File: config.mk
export PLATFORM = sky130hd
export DESIGN_NAME = dexp_unit
export DESIGN_NICKNAME = d
export VERILOG_FILES = /design/src/rtl/dexp_pkg.sv /design/src/rtl/dexp_lzc.sv /design/src/rtl/dexp_classify.sv /design/src/rtl/dexp_int2fp.sv /design/src/rtl/dexp_unit.sv
export SDC_FILE = /design/constraint.sdc
export NUM_CORES = 1
export LEC_CHECK = 0
export ABC_AREA = 1
export BUFFER_PORTS_ARGS = -buffer_cell sky130_fd_sc_hd__clkbuf_2
export CAP_MARGIN = 40
export CORE_ASPECT_RATIO = 1.5
export CORE_MARGIN = 2
export CORE_UTILIZATION = 28
export DETAILED_ROUTE_END_ITERATION = 8
export PLACE_DENSITY_LB_ADDON = 0.08
export SETUP_SLACK_MARGIN = 0.5
export SYNTH_ARGS = -nofsm -noshare
export SYNTH_HDL_FRONTEND = slang
export SYNTH_SLANG_ARGS = --single-unit
export TNS_END_PERCENT = 50
File: constraint.sdc
create_clock -name clk -period 9.4 [get_ports clk]
set_input_delay 2.35 -clock clk [delete_from_list [all_inputs] [get_ports clk]]
set_output_delay 2.35 -clock clk [all_outputs]
set_load 0.1 [all_outputs]
File: src/rtl/dexp_pkg.sv
package dexp_pkg;
  localparam int WORD_W = 64;
  localparam int EXP_W  = 11;
  localparam int FRAC_W = 52;
  localparam int BIAS   = (1 << (EXP_W - 1)) - 1;
  // signed integer width: covers -(BIAS + FRAC_W - 1) .. BIAS
  localparam int INT_W  = EXP_W + 1;

  // remove the bias from a normal exponent field
  function automatic logic [INT_W-1:0] f_unbias(input logic [EXP_W-1:0] e);
    return INT_W'(int'(e) - BIAS);
  endfunction

  // exponent of a subnormal given the leading-zero count of its fraction
  function automatic logic [INT_W-1:0] f_sub_exp(input int lz);
    return INT_W'(-BIAS - lz);
  endfunction
endpackage

File: src/rtl/dexp_lzc.sv
module dexp_lzc #(
  parameter int W  = 52,
  parameter int CW = $clog2(W + 1)
) (
  input  logic [W-1:0]  vec,
  output logic [CW-1:0] zeros
);
  // the highest set bit wins because the loop runs upward
  always_comb begin
    zeros = CW'(W);
    for (int i = 0; i < W; i++) begin
      if (vec[i]) zeros = CW'(W - 1 - i);
    end
  end
endmodule

File: src/rtl/dexp_classify.sv
module dexp_classify
  import dexp_pkg::*;
#(
  parameter int EW = EXP_W,
  parameter int FW = FRAC_W
) (
  input  logic [EW+FW-1:0] mag,   // operand without its sign
  input  logic             dz,
  output logic             c_nan,
  output logic             c_snan,
  output logic             c_inf,
  output logic             c_zero,
  output logic             c_sub,
  output logic             c_norm
);
  logic [EW-1:0] e;
  logic [FW-1:0] f;
  logic e_max, e_min, f_nz;

  assign e     = mag[FW +: EW];
  assign f     = mag[FW-1:0];
  assign e_max = &e;
  assign e_min = ~|e;
  assign f_nz  = |f;

  assign c_nan  = e_max & f_nz;
  assign c_snan = c_nan & ~f[FW-1];
  assign c_inf  = e_max & ~f_nz;
  assign c_zero = e_min & (~f_nz | dz);
  assign c_sub  = e_min & f_nz & ~dz;
  assign c_norm = ~e_max & ~e_min;
endmodule

File: src/rtl/dexp_int2fp.sv
module dexp_int2fp
  import dexp_pkg::*;
#(
  parameter int IW = INT_W,
  parameter int EW = EXP_W,
  parameter int FW = FRAC_W,
  parameter int BS = BIAS,
  localparam int CW = $clog2(IW + 1)
) (
  input  logic [IW-1:0]    ival,   // two's complement
  output logic [EW+FW:0]   word
);
  logic          neg;
  logic [IW-1:0] amag;
  logic [CW-1:0] lz;
  logic [IW-1:0] nrm;
  logic [EW-1:0] ex;
  logic [FW-1:0] fr;

  assign neg  = ival[IW-1];
  assign amag = neg ? (~ival + 1'b1) : ival;

  dexp_lzc #(.W(IW), .CW(CW)) u_lzc (.vec(amag), .zeros(lz));

  // leading one moves to the top bit, then it is dropped as the hidden bit
  assign nrm  = amag << lz;
  assign ex   = EW'(BS + IW - 1 - int'(lz));
  assign fr   = {nrm[IW-2:0], {(FW - IW + 1){1'b0}}};
  assign word = (amag == '0) ? '0 : {neg, ex, fr};
endmodule

File: src/rtl/dexp_unit.sv
module dexp_unit
  import dexp_pkg::*;
(
  input  logic              clk,
  input  logic              rst_n,
  input  logic [WORD_W-1:0] op_in,
  input  logic              dz_mode,
  output logic [WORD_W-1:0] res_out,
  output logic              flag_inv,
  output logic              flag_den
);
  localparam int LZW = $clog2(FRAC_W + 1);
  localparam logic [WORD_W-1:0] POS_INF = {1'b0, {EXP_W{1'b1}}, {FRAC_W{1'b0}}};
  localparam logic [WORD_W-1:0] NEG_INF = {1'b1, {EXP_W{1'b1}}, {FRAC_W{1'b0}}};

  logic c_nan, c_snan, c_inf, c_zero, c_sub, c_norm;
  logic [LZW-1:0]    frac_lz;
  logic [INT_W-1:0]  int_exp;
  logic [WORD_W-1:0] conv_word;
  logic [WORD_W-1:0] res_d;
  logic [WORD_W-1:0] res_q;
  logic              inv_q, den_q, seen_q;

  dexp_classify u_cls (
    .mag   (op_in[WORD_W-2:0]),
    .dz    (dz_mode),
    .c_nan (c_nan),
    .c_snan(c_snan),
    .c_inf (c_inf),
    .c_zero(c_zero),
    .c_sub (c_sub),
    .c_norm(c_norm)
  );

  dexp_lzc #(.W(FRAC_W), .CW(LZW)) u_frac_lzc (
    .vec  (op_in[FRAC_W-1:0]),
    .zeros(frac_lz)
  );

  always_comb begin
    int_exp = '0;
    if (c_sub)       int_exp = f_sub_exp(int'(frac_lz));
    else if (c_norm) int_exp = f_unbias(op_in[FRAC_W +: EXP_W]);
  end

  dexp_int2fp u_conv (.ival(int_exp), .word(conv_word));

  always_comb begin
    if (c_nan)       res_d = op_in | (WORD_W'(1) << (FRAC_W - 1));
    else if (c_inf)  res_d = POS_INF;
    else if (c_zero) res_d = NEG_INF;
    else             res_d = conv_word;
  end

  always_ff @(posedge clk) begin
    if (!rst_n) begin
      res_q  <= '0;
      inv_q  <= 1'b0;
      den_q  <= 1'b0;
      seen_q <= 1'b0;
    end else begin
      res_q  <= res_d;
      inv_q  <= c_snan;
      den_q  <= c_sub;
      seen_q <= 1'b1;
    end
  end

  assign res_out  = res_q;
  assign flag_inv = inv_q;
  assign flag_den = den_q;

  // exactly one operand class is active
  p_one_class_r1: assert property (@(posedge clk) disable iff (!rst_n)
    $onehot({c_nan, c_inf, c_zero, c_sub, c_norm}));

  p_sign_by_exp_r2: assert property (@(posedge clk) disable iff (!rst_n)
    (seen_q && $past(c_norm | c_sub)) |->
      res_out[WORD_W-1] == ($past(op_in[FRAC_W +: EXP_W]) < EXP_W'(BIAS)));

  p_inv_quiet_r3: assert property (@(posedge clk) disable iff (!rst_n)
    flag_inv |-> (&res_out[FRAC_W-1 +: EXP_W+1]));

  p_inf_pos_r4: assert property (@(posedge clk) disable iff (!rst_n)
    (seen_q && $past(c_inf)) |-> res_out == POS_INF);

  p_zero_neginf_r5: assert property (@(posedge clk) disable iff (!rst_n)
    (seen_q && $past(c_zero)) |-> (res_out == NEG_INF && !flag_den && !flag_inv));

  p_den_flag_r6: assert property (@(posedge clk) disable iff (!rst_n)
    seen_q |-> flag_den == $past(c_sub));

  p_daz_zero_r7: assert property (@(posedge clk) disable iff (!rst_n)
    (seen_q && $past(dz_mode && op_in[FRAC_W +: EXP_W] == '0)) |->
      (res_out == NEG_INF && !flag_den));

  p_unit_zero_r8: assert property (@(posedge clk) disable iff (!rst_n)
    (seen_q && $past(op_in[FRAC_W +: EXP_W] == EXP_W'(BIAS))) |-> res_out == '0);

  p_int_range_r9: assert property (@(posedge clk) disable iff (!rst_n)
    c_sub |-> ($signed(int_exp) <= -BIAS && $signed(int_exp) >= -(BIAS + FRAC_W - 1)));
endmodule

* After elaboration in Yosys (flattened, before gate mapping)
Cells that the tools add are included.
Operators by class: $add $sub $neg 4, shift operators 1, multiplexer cells 71, bitwise gates (word level) 13, reduce and logical (&&, ||, !) cells 5
Operators by type and width (count):
- $mux W64 | 4
- $mux W6 | 32
- $mux W5 | 16
- $reduce_or A52 Y1 | 1
- $mux W4 | 11
- $mux W12 | 3
- $mux W3 | 5
- $add A12 B1 Y12 const B | 1
- $logic_not A12 Y1 | 1
- $not A12 Y12 | 1
- $shl A12 B4 Y11 | 1
- $sub A11 B10 Y12 const B | 1
- $sub A11 B7 Y12 const A | 1
- $reduce_and A11 Y1 | 1
- $reduce_or A11 Y1 | 1
- $sub A11 B4 Y11 const A | 1
- $and A1 B1 Y1 | 7
- $not A1 Y1 | 4
- $logic_not A1 Y1 | 1
- $or A1 B1 Y1 | 1
Word-level totals: register bits 66, bits of input ports 67

* Longest topological paths before layout
word-level depth 74, depth in mapped cells 75

* Modules after synthesis
A second synthesis with hierarchy kept.
Second synthesis, totals: cell total of the unflattened synthesis 934, area total of the unflattened synthesis 5599.1 um^2
Modules (own cells, without submodules):
- dexp_unit | instances 1, cells each 378, area each 2859.0 um^2, seq. area each 1321.3 um^2
- dexp_int2fp | instances 1, cells each 269, area each 1473.9 um^2, seq. area each 0.0 um^2
- dexp_lzc (u_frac_lzc) | instances 1, cells each 182, area each 802.0 um^2, seq. area each 0.0 um^2
- dexp_classify | instances 1, cells each 71, area each 320.3 um^2, seq. area each 0.0 um^2
- dexp_lzc (u_conv.u_lzc) | instances 1, cells each 34, area each 143.9 um^2, seq. area each 0.0 um^2

* Worst setup path after synthesis
OpenSTA, ideal clock, no wires.
path type input to register, start input op_in[1], end register res_q[54] (netlist: res_out[54]), arrival time 6872 ps, required time 9267 ps, path slack 2395 ps, stages 73, cell sequence inv_2 > nand2_1 > nand2_1 > nand2_1 > nand2_1 > nand2_1 > nand2_1 > nand2_1 > nand2_1 > nand2_1 > nand2_1 > nand2_1 > nand2_1 > nand2_1 > nand2_1 > nand2_1 > nand2_1 > nand2_1 > [37 not listed] > nor2_1 > inv_1 > nor3_1 > nand3_1 > o21ai_1 > xor2_1 > inv_1 > nor2_2 > nand2_1 > nand2_1 > clkinv_1 > ha_1 > inv_1 > nand2_1 > nand2_1 > nand2_1 > nand3_2 > o21ai_1
On the way: cells in the longest elaborated chain, start to end 73
RTL lines:
- start, declared | RTL line dexp_unit.sv:6 | input logic [WORD_W-1:0] op_in,
- $mux W3 (3 in series) | RTL line dexp_lzc.sv:12 | if (vec[i]) zeros = CW'(W - 1 - i);
- $mux W5 (16 in series) | RTL line dexp_lzc.sv:12
- $mux W6 (32 in series) | RTL line dexp_lzc.sv:12
- $sub A11 B7 Y12 | RTL line dexp_pkg.sv:16 | return INT_W'(-BIAS - lz);
- $mux W12 | RTL line dexp_unit.sv:42 | if (c_sub) int_exp = f_sub_exp(int'(frac_lz));
- $not A12 Y12 | RTL line dexp_int2fp.sv:21 | assign amag = neg ? (~ival + 1'b1) : ival;
- $add A12 B1 Y12 | RTL line dexp_int2fp.sv:21
- $mux W12 | RTL line dexp_int2fp.sv:21
- $mux W3 | RTL line dexp_lzc.sv:12
- $mux W4 (11 in series) | RTL line dexp_lzc.sv:12
- $sub A11 B4 Y11 | RTL line dexp_int2fp.sv:27 | assign ex = EW'(BS + IW - 1 - int'(lz));
- $mux W64 | RTL line dexp_int2fp.sv:29 | assign word = (amag == '0) ? '0 : {neg, ex, fr};
- $mux W64 | RTL line dexp_unit.sv:51 | else if (c_zero) res_d = NEG_INF;
- $mux W64 | RTL line dexp_unit.sv:50 | else if (c_inf) res_d = POS_INF;
- $mux W64 * | RTL line dexp_unit.sv:49 | if (c_nan) res_d = op_in | (WORD_W'(1) << (FRAC_W - 1));
- end signal, assigned | RTL line dexp_unit.sv:62 | res_q <= res_d;
- end, declared | RTL line dexp_unit.sv:21 | logic [WORD_W-1:0] res_q;
Mark *: on every way between the ends. The rest lies on a longest branch, timed or not. A chain may end at the register's enable or synchronous reset.

* Final worst setup path
start input op_in[1], end register res_q[62] (netlist: res_out[62])
Same word-level chain as after synthesis.

==> results.sh <==
export IMPL_synth_main_ff_cell="sky130_fd_sc_hd__dfxtp_1"
export IMPL_grt_use_met3_pct=2.46
export IMPL_critical_path_slowest_cell="sky130_fd_sc_hd__nand2_1"
export IMPL_post_route_worst_setup_slack_ns=1.54
export IMPL_critical_path_endpoint_type="register"
export IMPL_timing_setup_tns_ns=0
export IMPL_critical_path_top_delay_family="simple AND/OR/NAND/NOR gates"
export IMPL_place_worst_setup_slack_ns=1.16
export IMPL_grt_antenna_before_repair=0
export IMPL_final_cell_mix="sky130_fd_sc_hd__nand2_1 (155), sky130_fd_sc_hd__clkbuf_2 (132), sky130_fd_sc_hd__inv_1 (105)"
export IMPL_path_clk_slew_ns=0.07
export IMPL_outcome="complete, no violations"
export IMPL_routed_via_count=4240
export IMPL_post_route_cells_drive_above_1_share_pct=24.2
export IMPL_die_h_um=148
export IMPL_synthToLayoutAreaGrowth_pct=28.9
export IMPL_htreeDepth=3
export IMPL_critical_path_max_stage_delay_ns=0.35
export IMPL_pwr_share_clk_pct=37.6
export IMPL_worst_ir_drop_vdd_v=0.0000635
export IMPL_power_switching_mw=0.300
export IMPL_synth_nets=686
export IMPL_grt_total_usage_pct=17.2
export IMPL_wl_per_cell_um=13.8
export IMPL_grt_pass1_vias=4115
export IMPL_clock_sink_count=66
export IMPL_cts_hold_repair_buffers=0
export IMPL_finalCriticalPeriod_ns=7.86
export IMPL_timing_worst_setup_path_type="input port to register"
export IMPL_holdCritPathClass="input port to register"
export IMPL_report_final_slew_viol_count=0
export IMPL_cell_internal_pwr_mw=0.524
export IMPL_worstSetupStartpointType="input port"
export IMPL_switching_share_pct=36.4
export IMPL_cts_made_buffers=9
export IMPL_worst_endpoint_arrival_ns=8.10
export IMPL_placement_io_buffers=132
export IMPL_report_final_hold_viol_count=0
export IMPL_route_final_wire_length_mm=12.6
export IMPL_routabilityCongestion=0.869
export IMPL_finish_net_count=821
export IMPL_floorplan_die_width_um=99.7
export IMPL_postCtsResizedCells=0
export IMPL_synth_cell_types=45
export IMPL_hold_slack_ns=2.23
export IMPL_num_io_pins=133
export IMPL_cellLeakagePower_nw=2.69
export IMPL_worst_slew_pin_slew_ns=0.586
export IMPL_ctsRootBufferMaster="sky130_fd_sc_hd__clkbuf_16"
export IMPL_tritoncts="yes"
export IMPL_synth_ff_latch_count=66
export IMPL_first_pass_iters=4
export IMPL_max_cap_violations=0
export IMPL_core_region_area_sq_mm=0.0135
export IMPL_fin_crit_sh_pct=83.6
export IMPL_drt_iter0_drc=138
export IMPL_number_of_warnings_issued_by_yosys=0
export IMPL_max_freq_mhz=127
export IMPL_vias_per_cell=4.64
export IMPL_path_common_cell="sky130_fd_sc_hd__nand2_1"
export IMPL_drcViolationCount=0
export IMPL_fin_total_pwr_mw=0.823
export IMPL_finalSetupViolCount=0
export IMPL_synth_sequential_area_ratio_pct=34.3
export IMPL_rsz_0062_raised_after_global_routing="false"
export IMPL_edff_count_synth=0
export IMPL_final_cell_count_no_fill=914
export IMPL_overflow=0
export IMPL_grt_met1_usage_pct=19.1
export IMPL_path_buf_inv=6
export IMPL_place_hpwl_mm=10.5
export IMPL_dieArea_sq_mm=0.0147
export IMPL_post_synth_instance_area_sq_mm=0.00385
export IMPL_number_of_antenna_violating_nets_in_the_routed_design=0
export IMPL_placement_rows=52
export IMPL_synth_cells=612
export IMPL_final_common_cell="sky130_fd_sc_hd__nand2_1"
export IMPL_post_cts_setup_buffers=0
export IMPL_power_frac_seq_pct=35.5
export IMPL_grt_first_pass_wirelength_mm=19.9
export IMPL_synth_async_reset_ratio_pct=0
export IMPL_place_inst=898
export IMPL_avgSynthCellArea_sq_um=6.29
export IMPL_groute_layer_met2_usage_pct=32.5
export IMPL_floorplan_initialDensity_pct=28.6
export IMPL_busiest_layer="met2"
export IMPL_pwr_density_cell_mw_per_mm2=166
export IMPL_required_ns=9.64
export IMPL_p_comb_share_pct=27.0
export IMPL_insertedDiodeCount=0
export IMPL_maximum_number_of_pins_on_one_net_before_global_route_repair=42
export IMPL_maximum_fanout_count_along_the_critical_path=13
export IMPL_cts_buffer_depth=2
export IMPL_maxSlewHeadroom_pct=60.6
power groups by stage:
stage	registers (mW)	clock network (mW)	logic (mW)
CTS	0.292	0.321	0.224
global placement	0.298	0	0.224
detailed placement	0.298	0	0.223
floorplan	0.366	0	0.0990
global route	0.293	0.333	0.243
finish	0.292	0.309	0.222
state kept, by name, indices dropped and copies added (netlist names):
signal,cells
res_out,64
flag_den,1
flag_inv,1
area by class of cell:
type	count	area [sq um]
fill	1513	8510
multi-input combinational	425	2060
sequential	66	1320
timing repair buffer	133	681
inverter	112	420
clock buffer	10	229
tap	162	203
clock inverter	6	42.5
routing by layer:
metal,vias to the layer above,wire (um)
li1,2187,-
met1,1911,5070
met2,123,6620
met3,19,556
met4,0,323
met5,-,0
cells in the mapped netlist (8+ instances only):
cell	instances	area [sq um]
sky130_fd_sc_hd__nand2_1	155	582
sky130_fd_sc_hd__inv_1	105	394
sky130_fd_sc_hd__nor2_1	93	349
sky130_fd_sc_hd__dfxtp_1	66	1320
sky130_fd_sc_hd__nand3_1	48	240
sky130_fd_sc_hd__o21ai_0	15	75.1
sky130_fd_sc_hd__a21oi_1	12	60.1
sky130_fd_sc_hd__nand2_2	11	68.8
sky130_fd_sc_hd__nor3_1	11	55.1
sky130_fd_sc_hd__nor4_1	9	56.3
sky130_fd_sc_hd__o21ai_1	9	45.0
sky130_fd_sc_hd__nand4_1	8	50.1
path summary, 6_finish.rpt:
check  startpoint           to  slack [ns]  cells after the start
max      op_in[1]  res_out[62]        1.54                     72
min     op_in[63]  res_out[63]        2.23                      3
cells by family (layout without fill, tap and decap cells):
kind of cell | count (synthesis) | after routing | synth area share (%)
compound gates | 59 | 59 | 9.36
xor+xnor | 8 | 8 | 2.02
fa+ha+maj | 7 | 7 | 2.27
buf+inv | 121 | 261 | 12.1
flops | 66 | 66 | 34.3
simple gates | 351 | 351 | 40.0
metrics by stage:
| step | utilization (%) | area (sq um) |
|---|---|---|
| final | 36.8 | 4960 |
| after global routing | 36.8 | 4960 |
| after CTS | 36.8 | 4960 |
| after detailed placement | 34.8 | 4690 |
| after global placement | 34.7 | 4670 |
| after floorplan | - | 3850 |
No activity file was read; power rests on OpenSTA's default activity.
